**src/rtl/flash_seq_pkg.sv**
```systemverilog
package flash_seq_pkg;
  typedef enum logic [1:0] {
    OP_PROG = 2'b00,
    OP_SECT = 2'b01,
    OP_CHIP = 2'b10,
    OP_BAD  = 2'b11
  } op_e;

  typedef enum logic [2:0] {
    ST_IDLE,
    ST_CMD,
    ST_POLL,
    ST_RST,
    ST_WAIT,
    ST_RSP
  } st_e;
endpackage

```
**src/rtl/flash_cmd_rom.sv**
```systemverilog
module flash_cmd_rom
  import flash_seq_pkg::*;
#(
  parameter int AW = 21,
  parameter int DW = 16
) (
  input  op_e           op,
  input  logic [2:0]    step,
  input  logic [AW-1:0] tgt_addr,
  input  logic [DW-1:0] tgt_data,
  output logic [AW-1:0] c_addr,
  output logic [DW-1:0] c_data,
  output logic          c_last
);
  localparam int LANES = DW / 8;
  localparam logic [AW-1:0] ADR_A = AW'(16'h5555);
  localparam logic [AW-1:0] ADR_B = AW'(16'h2AAA);

  function automatic logic [DW-1:0] rep(input logic [7:0] b);
    return {LANES{b}};
  endfunction

  always_comb begin
    c_addr = ADR_A;
    c_data = rep(8'hAA);
    c_last = 1'b0;
    if (op == OP_PROG) begin
      case (step)
        3'd0: begin c_addr = ADR_A; c_data = rep(8'hAA); end
        3'd1: begin c_addr = ADR_B; c_data = rep(8'h55); end
        3'd2: begin c_addr = ADR_A; c_data = rep(8'hA0); end
        default: begin c_addr = tgt_addr; c_data = tgt_data; c_last = 1'b1; end
      endcase
    end else begin
      case (step)
        3'd0: begin c_addr = ADR_A; c_data = rep(8'hAA); end
        3'd1: begin c_addr = ADR_B; c_data = rep(8'h55); end
        3'd2: begin c_addr = ADR_A; c_data = rep(8'h80); end
        3'd3: begin c_addr = ADR_A; c_data = rep(8'hAA); end
        3'd4: begin c_addr = ADR_B; c_data = rep(8'h55); end
        default: begin
          c_last = 1'b1;
          if (op == OP_CHIP) begin
            c_addr = ADR_A;
            c_data = rep(8'h10);
          end else begin
            c_addr = tgt_addr;
            c_data = rep(8'h30);
          end
        end
      endcase
    end
  end
endmodule

```
**src/rtl/flash_bus_eng.sv**
```systemverilog
module flash_bus_eng #(
  parameter int AW          = 21,
  parameter int DW          = 16,
  parameter int SETUP_CYC   = 1,
  parameter int WE_LOW_CYC  = 3,
  parameter int WE_HIGH_CYC = 1,
  parameter int OE_GAP_CYC  = 1,
  parameter int READ_CYC    = 5
) (
  input  logic          clk,
  input  logic          rst_n,
  input  logic          start,
  input  logic          rd,
  input  logic [AW-1:0] addr_i,
  input  logic [DW-1:0] data_i,
  output logic          done,
  output logic [DW-1:0] rdata_o,
  output logic [AW-1:0] fl_addr,
  output logic [DW-1:0] fl_wdata,
  output logic          fl_drive,
  input  logic [DW-1:0] fl_rdata,
  output logic          fl_ce_n,
  output logic          fl_we_n,
  output logic          fl_oe_n
);
  localparam int CW = $clog2(SETUP_CYC + WE_LOW_CYC + WE_HIGH_CYC + OE_GAP_CYC + READ_CYC + 1);

  typedef enum logic [2:0] {E_IDLE, E_SETUP, E_LOW, E_HIGH, E_GAP, E_RD} eng_e;

  eng_e          st;
  logic [CW-1:0] cnt;

  always_ff @(posedge clk or negedge rst_n) begin
    if (!rst_n) begin
      st       <= E_IDLE;
      cnt      <= '0;
      done     <= 1'b0;
      rdata_o  <= '0;
      fl_addr  <= '0;
      fl_wdata <= '0;
      fl_drive <= 1'b0;
      fl_ce_n  <= 1'b1;
      fl_we_n  <= 1'b1;
      fl_oe_n  <= 1'b1;
    end else begin
      done <= 1'b0;
      case (st)
        E_IDLE: if (start) begin
          fl_addr <= addr_i;
          fl_ce_n <= 1'b0;
          if (rd) begin
            st       <= E_GAP;
            cnt      <= CW'(OE_GAP_CYC - 1);
            fl_drive <= 1'b0;
          end else begin
            st       <= E_SETUP;
            cnt      <= CW'(SETUP_CYC - 1);
            fl_wdata <= data_i;
            fl_drive <= 1'b1;
          end
        end
        E_SETUP: if (cnt == '0) begin
          fl_we_n <= 1'b0;
          cnt     <= CW'(WE_LOW_CYC - 1);
          st      <= E_LOW;
        end else cnt <= cnt - 1'b1;
        E_LOW: if (cnt == '0) begin
          fl_we_n <= 1'b1;
          cnt     <= CW'(WE_HIGH_CYC - 1);
          st      <= E_HIGH;
        end else cnt <= cnt - 1'b1;
        E_HIGH: if (cnt == '0) begin
          fl_ce_n  <= 1'b1;
          fl_drive <= 1'b0;
          done     <= 1'b1;
          st       <= E_IDLE;
        end else cnt <= cnt - 1'b1;
        E_GAP: if (cnt == '0) begin
          fl_oe_n <= 1'b0;
          cnt     <= CW'(READ_CYC - 1);
          st      <= E_RD;
        end else cnt <= cnt - 1'b1;
        E_RD: if (cnt == '0) begin
          rdata_o <= fl_rdata;
          fl_oe_n <= 1'b1;
          fl_ce_n <= 1'b1;
          done    <= 1'b1;
          st      <= E_IDLE;
        end else cnt <= cnt - 1'b1;
        default: st <= E_IDLE;
      endcase
    end
  end


  we_ce_chk: assert property (@(posedge clk) disable iff (!rst_n) !fl_we_n |-> !fl_ce_n);

  we_oe_chk: assert property (@(posedge clk) disable iff (!rst_n) !(!fl_we_n && !fl_oe_n));

  addr_stable_chk: assert property (@(posedge clk) disable iff (!rst_n)
    (!fl_ce_n && $past(!fl_ce_n)) |-> ($stable(fl_addr) && $stable(fl_wdata)));

  drive_ce_chk: assert property (@(posedge clk) disable iff (!rst_n) fl_drive |-> !fl_ce_n);
endmodule

```
**src/rtl/flash_timer.sv**
```systemverilog
module flash_timer #(
  parameter int TW = 34
) (
  input  logic          clk,
  input  logic          rst_n,
  input  logic          load,
  input  logic [TW-1:0] limit,
  output logic          expired
);
  logic [TW-1:0] cnt;

  always_ff @(posedge clk or negedge rst_n) begin
    if (!rst_n)            cnt <= '0;
    else if (load)         cnt <= '0;
    else if (cnt != '1)    cnt <= cnt + 1'b1;
  end

  assign expired = (cnt >= limit);
endmodule

```
**src/rtl/flash_seq.sv**
```systemverilog
module flash_seq
  import flash_seq_pkg::*;
#(
  parameter int          AW          = 21,
  parameter int          DW          = 16,
  parameter int          SETUP_CYC   = 1,
  parameter int          WE_LOW_CYC  = 3,
  parameter int          WE_HIGH_CYC = 1,
  parameter int          OE_GAP_CYC  = 1,
  parameter int          READ_CYC    = 5,
  parameter logic [39:0] PROG_TO     = 40'd15000,
  parameter logic [39:0] SECT_TO     = 40'd750000000,
  parameter logic [39:0] CHIP_TO     = 40'd12800000000,
  parameter logic [39:0] RST_CYC     = 40'd25,
  parameter logic [39:0] RDY_CYC     = 40'd1000
) (
  input  logic          clk,
  input  logic          rst_n,
  input  logic          req_valid,
  output logic          req_ready,
  input  logic [1:0]    req_op,
  input  logic [AW-1:0] req_addr,
  input  logic [DW-1:0] req_data,
  output logic          rsp_valid,
  output logic          rsp_err,
  output logic [AW-1:0] fl_addr,
  output logic [DW-1:0] fl_wdata,
  output logic          fl_drive,
  input  logic [DW-1:0] fl_rdata,
  output logic          fl_ce_n,
  output logic          fl_we_n,
  output logic          fl_oe_n,
  output logic          fl_rst_n
);
  localparam int LANES = DW / 8;
  localparam int TW    = $clog2(CHIP_TO + 40'd1) + 1;

  st_e           st;
  op_e           op_q;
  logic [AW-1:0] addr_q;
  logic [DW-1:0] data_q;
  logic [2:0]    step;
  logic          err_q;
  logic          rst_q;
  logic          bus_start;
  logic          bus_done;
  logic [DW-1:0] bus_rdata;
  logic [AW-1:0] rom_addr;
  logic [DW-1:0] rom_data;
  logic          rom_last;
  logic          tmr_load;
  logic [TW-1:0] tmr_limit;
  logic          tmr_exp;
  logic [DW-1:0] exp_word;
  logic [LANES-1:0] lane_ok;
  logic          match;

  flash_cmd_rom #(.AW(AW), .DW(DW)) u_rom (
    .op(op_q), .step(step), .tgt_addr(addr_q), .tgt_data(data_q),
    .c_addr(rom_addr), .c_data(rom_data), .c_last(rom_last)
  );

  flash_bus_eng #(
    .AW(AW), .DW(DW), .SETUP_CYC(SETUP_CYC), .WE_LOW_CYC(WE_LOW_CYC),
    .WE_HIGH_CYC(WE_HIGH_CYC), .OE_GAP_CYC(OE_GAP_CYC), .READ_CYC(READ_CYC)
  ) u_bus (
    .clk(clk), .rst_n(rst_n), .start(bus_start), .rd(st == ST_POLL),
    .addr_i((st == ST_POLL) ? addr_q : rom_addr), .data_i(rom_data),
    .done(bus_done), .rdata_o(bus_rdata),
    .fl_addr(fl_addr), .fl_wdata(fl_wdata), .fl_drive(fl_drive), .fl_rdata(fl_rdata),
    .fl_ce_n(fl_ce_n), .fl_we_n(fl_we_n), .fl_oe_n(fl_oe_n)
  );

  flash_timer #(.TW(TW)) u_tmr (
    .clk(clk), .rst_n(rst_n), .load(tmr_load), .limit(tmr_limit), .expired(tmr_exp)
  );

  // Expected final bit 7 per byte lane
  assign exp_word = (op_q == OP_PROG) ? data_q : '1;
  for (genvar l = 0; l < LANES; l++) begin : g_lane
    assign lane_ok[l] = (bus_rdata[8*l+7] == exp_word[8*l+7]);
  end
  assign match = &lane_ok;

  always_comb begin
    case (st)
      ST_RST:  tmr_limit = TW'(RST_CYC);
      ST_WAIT: tmr_limit = TW'(RDY_CYC);
      default: begin
        case (op_q)
          OP_PROG: tmr_limit = TW'(PROG_TO);
          OP_SECT: tmr_limit = TW'(SECT_TO);
          default: tmr_limit = TW'(CHIP_TO);
        endcase
      end
    endcase
  end

  assign tmr_load = (st == ST_CMD  && bus_done && rom_last) ||
                    (st == ST_POLL && bus_done && !match && tmr_exp) ||
                    (st == ST_RST  && tmr_exp);

  always_ff @(posedge clk or negedge rst_n) begin
    if (!rst_n) begin
      st        <= ST_IDLE;
      op_q      <= OP_PROG;
      addr_q    <= '0;
      data_q    <= '0;
      step      <= '0;
      err_q     <= 1'b0;
      rst_q     <= 1'b1;
      bus_start <= 1'b0;
    end else begin
      bus_start <= 1'b0;
      case (st)
        ST_IDLE: if (req_valid) begin
          op_q   <= op_e'(req_op);
          addr_q <= req_addr;
          data_q <= req_data;
          step   <= '0;
          if (op_e'(req_op) == OP_BAD) begin
            err_q <= 1'b1;
            st    <= ST_RSP;
          end else begin
            err_q     <= 1'b0;
            bus_start <= 1'b1;
            st        <= ST_CMD;
          end
        end
        ST_CMD: if (bus_done) begin
          bus_start <= 1'b1;
          if (rom_last) st <= ST_POLL;
          else          step <= step + 1'b1;
        end
        ST_POLL: if (bus_done) begin
          if (match) begin
            err_q <= 1'b0;
            st    <= ST_RSP;
          end else if (tmr_exp) begin
            err_q <= 1'b1;
            rst_q <= 1'b0;
            st    <= ST_RST;
          end else begin
            bus_start <= 1'b1;
          end
        end
        ST_RST: if (tmr_exp) begin
          rst_q <= 1'b1;
          st    <= ST_WAIT;
        end
        ST_WAIT: if (tmr_exp) st <= ST_RSP;
        ST_RSP:  st <= ST_IDLE;
        default: st <= ST_IDLE;
      endcase
    end
  end

  assign req_ready = (st == ST_IDLE);
  assign rsp_valid = (st == ST_RSP);
  assign rsp_err   = err_q;
  assign fl_rst_n  = rst_q;


  rsp_pulse_chk: assert property (@(posedge clk) disable iff (!rst_n) rsp_valid |=> !rsp_valid);

  ready_hold_chk: assert property (@(posedge clk) disable iff (!rst_n)
    (req_valid && req_ready) |=> !req_ready);

  rst_quiet_chk: assert property (@(posedge clk) disable iff (!rst_n)
    !fl_rst_n |-> (fl_ce_n && fl_we_n && fl_oe_n));

  rst_no_rsp_chk: assert property (@(posedge clk) disable iff (!rst_n) !fl_rst_n |-> !rsp_valid);
endmodule

```
**config.mk**
```make
export PLATFORM = sky130hd
export DESIGN_NAME = flash_seq
export DESIGN_NICKNAME = d
export VERILOG_FILES = /design/src/rtl/flash_seq_pkg.sv /design/src/rtl/flash_cmd_rom.sv /design/src/rtl/flash_bus_eng.sv /design/src/rtl/flash_timer.sv /design/src/rtl/flash_seq.sv
export SDC_FILE = /design/constraint.sdc
export NUM_CORES = 1
export LEC_CHECK = 0
export ABC_AREA = 0
export BUFFER_PORTS_ARGS = -buffer_cell sky130_fd_sc_hd__buf_4
export CAP_MARGIN = 20
export CORE_ASPECT_RATIO = 1.1
export CORE_UTILIZATION = 54
export DETAILED_ROUTE_END_ITERATION = 12
export PLACE_DENSITY = 0.78
export SYNTH_ARGS = -nofsm -noshare
export SYNTH_HDL_FRONTEND = slang
export SYNTH_HIERARCHICAL = 1
export SYNTH_SLANG_ARGS = --single-unit
```
**constraint.sdc**
```tcl
create_clock -name clk -period 4.8 [get_ports clk]
set_input_delay 0.96 -clock clk [delete_from_list [all_inputs] [get_ports clk]]
set_output_delay 0.96 -clock clk [all_outputs]
set_load 0.02 [all_outputs]
```
Word level (Yosys, flattened, before mapping)
Index checks and enable logic that the tools add are counted.
{"block": "op_classes", "addsub": 3, "magnitude_cmp": 1, "n_eq_ne": 38, "mux": 72, "n_bitwise": 1, "reduce_logical": 45}
{"cell": "one-hot mux 34 bit (2 select lines)", "count": 2}
{"cell": "one-hot mux 16 bit (3 select lines)", "count": 2}
{"cell": "one-hot mux 21 bit (2 select lines)", "count": 2}
{"cell": "two-way mux 35 bit", "count": 2}
{"cell": "two-way mux 21 bit", "count": 3}
{"cell": "two-way mux 3 bit", "count": 18}
{"cell": "adder 35 x 1 -> 35 bit, second input constant", "count": 1}
{"cell": ">= comparator 35 x 34 -> 1 bit", "count": 1}
{"cell": "inequality test 35 bit, second input constant", "count": 1}
{"cell": "two-way mux 16 bit", "count": 2}
{"cell": "one-hot mux 3 bit (5 select lines)", "count": 2}
{"cell": "two-way mux 1 bit", "count": 24}
{"cell": "two-way mux 4 bit", "count": 5}
{"cell": "inequality test 2 bit, second input constant", "count": 10}
{"cell": "one-hot mux 4 bit (5 select lines)", "count": 1}
{"cell": "equality test 3 x 2 -> 1 bit, second input constant", "count": 6}
{"cell": "AND reduction 3 bit", "count": 6}
{"cell": "nonzero test 2 bit", "count": 8}
{"cell": "equality test 3 bit, second input constant", "count": 5}
{"cell": "two-way mux 14 bit", "count": 1}
{"cell": "inequality test 2 x 1 -> 1 bit, second input constant", "count": 7}
{"cell": "one-hot mux 1 bit (2 select lines)", "count": 6}
{"cell": "AND reduction 5 bit", "count": 2}
{"cell": "equality test 3 x 1 -> 1 bit, second input constant", "count": 3}
{"cell": "other kinds (22)", "count": 40}
{"block": "totals", "register_bits": 148, "in_bits": 58, "out_inout_bits": 45, "word_cells": 179}

Depth between registers and ports, before layout
{"block": "depth", "ltp_word": 10, "mapped_depth": 21, "mapped_depth_nobuf": 19}

Cells and area by module
The synthesis kept the hierarchy.
{"module": "flash_timer", "n_inst": 1, "cells_each": 342, "area_each_um2": 2917.8, "seq_area_each_um2": 875.8}
{"module": "flash_bus_eng", "n_inst": 1, "cells_each": 181, "area_each_um2": 2666.3, "seq_area_each_um2": 1630.3}
{"module": "flash_seq", "n_inst": 1, "cells_each": 286, "area_each_um2": 2531.2, "seq_area_each_um2": 1202.4}
{"module": "flash_cmd_rom", "n_inst": 1, "cells_each": 143, "area_each_um2": 882.1, "seq_area_each_um2": 0.0}

Worst setup path before layout
Ideal clock, no wire load.
{"block": "synth_path", "kind": "register to register", "startpoint": "register, netlist name st[1]", "endpoint": "register u_tmr.cnt[19]", "arrival_time_ps": 4455, "required_time_ps": 4722, "path_slack_ps": 267, "path_stages_with_launch": 21, "period_less_slack_ps": 4533, "cell_sequence": "dfrtp_1 and3b_1 clkbuf_1 or3_1 inv_2 and2_1 or2_1 inv_1 ha_1 a21oi_1 o21ai_0 a221o_1 a2111oi_0 o21ai_0 nand2_1 o21a_1 o21ai_1 clkbuf_1 dlygate4sd1_1 dlygate4sd3_1 a21oi_1"}
{"element": "to (signal assigned)", "line": "flash_timer.sv:15", "text": "else if (cnt != '1) cnt <= cnt + 1'b1;"}
{"element": "to (decl)", "line": "flash_timer.sv:10", "text": "logic [TW-1:0] cnt;"}

==> run metrics <==
num rows 47; Final HPWL DP 13600 um; via count roughly 7.3k; WL/cell 16.6 um; Power Density approximately 270 nW/um^2; Post-CTS Setup Inserts 0; total grt overflow 0; placer congestion estimate between 0.8 and 0.9; area grow syn2layout 16.6%; final wirelength between 20000 and 25000 um; Final ANT Viol Nets 0; Max Buffers Root-to-Sink 2; Final Net Count 1102; hold-fix buffers at CTS 0; H-tree Lvls 4; crit share post-route 0.929; Slew Viols, Final 0; number of global-route vias before repair 7098; drt first-iter violations 532; Final WS setup 0.340 ns; Worst Max-Slew Pin Slew about 1.1 ns; CTS Buf Count 17; Pleak roughly 0.0048 uW; met1 Resource Use GR 0.360; Final Hold Vio Count 0; yosys warns 6; Startpoint Class flop; I/O Buffers 88; CTS sink count approximately 130; global-route wire length before repair between 30000 and 40000 um; Mapped Cells around 920; most common cell after layout, fill and taps aside nand2_1; M3 GR Usage 0.0497; all-layer global routing usage 0.265; die area 16200 sq um; met2 GRT Util 0.420; Syn Area/Cell 9.16 sq um; # Max-Cap Violations 0; Ports 103; die width around 120 um; layout cells sized above 1 0.209; Max VDD drop 0.201 mV; DR vias/cell 5.99; clk_skew roughly 0.011 ns; drt drc 0; CTS resizes 0; multi-input logic area ~4600 sq um; drt pass-1 iters 5; Clk pin slew, worst setup/hold paths roughly 0.060 ns; Initial Util 0.558; critical path fanouts, max 14; root buffer cell clkbuf_16; Crit Path Class reg2reg; type of the worst min-delay path reg2reg; CTS tree yes; Ant. Diodes 0; Core Footprint 15200 sq um; f_max 224 MHz; Synth Cell Area around 8500 sq um; fillcell total ~1.2k; outcome completed; WP data arrival 4.81 ns; largest net degree at the start of global routing 73; final setup fails 0; Rel. slew slack 0.234; initial antenna violation count 0; critical path data required time 5.15 ns; commonest non-fill, non-tap cells in the layout 150 x nand2_1, 130 x dfrtp_1, 106 x buf_4, 70 x a21oi_1, 52 x inv_1; crit path time final 4.46 ns; register area 3360 sq um; CP endpoint kind flop; chip height ~130 um; dpl ws around 0.45 ns; grt peak-use layer met2; unrepaired setup endpoints after global routing false; Final Total Pwr 2660 uW; Worst-Skew Late Latency about 0.43 ns; Final TNS setup 0 ns
[state kept, by name, indices dropped and copies added, names as in the netlist, 2 cells and up]
name            flops
addr_q             21
data_q             16
op_q                2
st                  3
step                3
u_bus/cnt           4
u_bus/fl_addr      21
u_bus/fl_wdata     16
u_bus/rdata_o       2
u_bus/st            3
u_tmr/cnt          35
[worst paths after layout]
| kind | depth (start not counted) | to | from | slack [ns] |
|---|---|---|---|---|
| worst max-delay path | 18 | u_tmr/cnt[18]$_DFFE_PN0P_ | st[2]$_DFFE_PN0P_ | 0.34 |
| worst min-delay path | 2 | u_bus/fl_oe_n$_DFFE_PN1P_ | u_bus/fl_oe_n$_DFFE_PN1P_ | 0.50 |
| worst max register to register | 18 | u_tmr/cnt[18]$_DFFE_PN0P_ | st[2]$_DFFE_PN0P_ | 0.34 |
| worst min register to register | 2 | u_bus/fl_oe_n$_DFFE_PN1P_ | u_bus/fl_oe_n$_DFFE_PN1P_ | 0.50 |
| max in group asynchronous | 2 | u_bus/fl_we_n$_DFFE_PN1P_ | rst_n | 3.32 |
| min in group asynchronous | 1 | u_bus/fl_addr[2]$_DFFE_PN0P_ | rst_n | 0.55 |
[area by class of cell]
cell class,count,area share
clock inverters,13,0.0219
well taps,196,0.0249
inverters,57,0.0218
repair buffers,107,0.0818
multi-input cells,688,0.464
clock buffers,19,0.0449
flip-flops and latches,134,0.340
[where the power goes]
group	switching, uW	leakage (uW)	internal, uW	total (uW)
Clock	521	0.000323	944	1470
Combinational	37.4	0.00264	29.9	67.2
Sequential	1.07	0.00183	1130	1130
[layer usage]
layer	vias up	routed length (um)
li1	3501	-
met1	3520	8980
met2	216	9750
met3	35	1090
met4	0	360
met5	-	0
[worst max-delay path, cell delays in order, from the launching register on]
cell and delay [ns]:
dfrtp_1 0.53, and3b_1 0.28, or3_1 0.41, inv_2 0.07
and2_1 0.18, or2_1 0.12, inv_1 0.04, ha_1 0.30
a21oi_1 0.17, o21ai_0 0.12, a221o_1 0.35, a2111oi_0 0.33
o21ai_0 0.29, nand2_1 0.19, o21a_1 0.15, o21ai_2 0.07
buf_4 0.19, or4_1 0.52, nand2_1 0.08
[through the flow]
step	area [sq um]	hold slack, ns	util	instances
CTS	9870	0.500	0.650	1214
detailed placement	9210	0.483	0.607	1182
global placement	9200	0.468	0.606	1181
finish	9870	0.495	0.650	1214
global route	9870	0.513	0.650	1214
floorplan	8490	0.453	-	932
No activity file was read; power rests on OpenSTA's default activity.
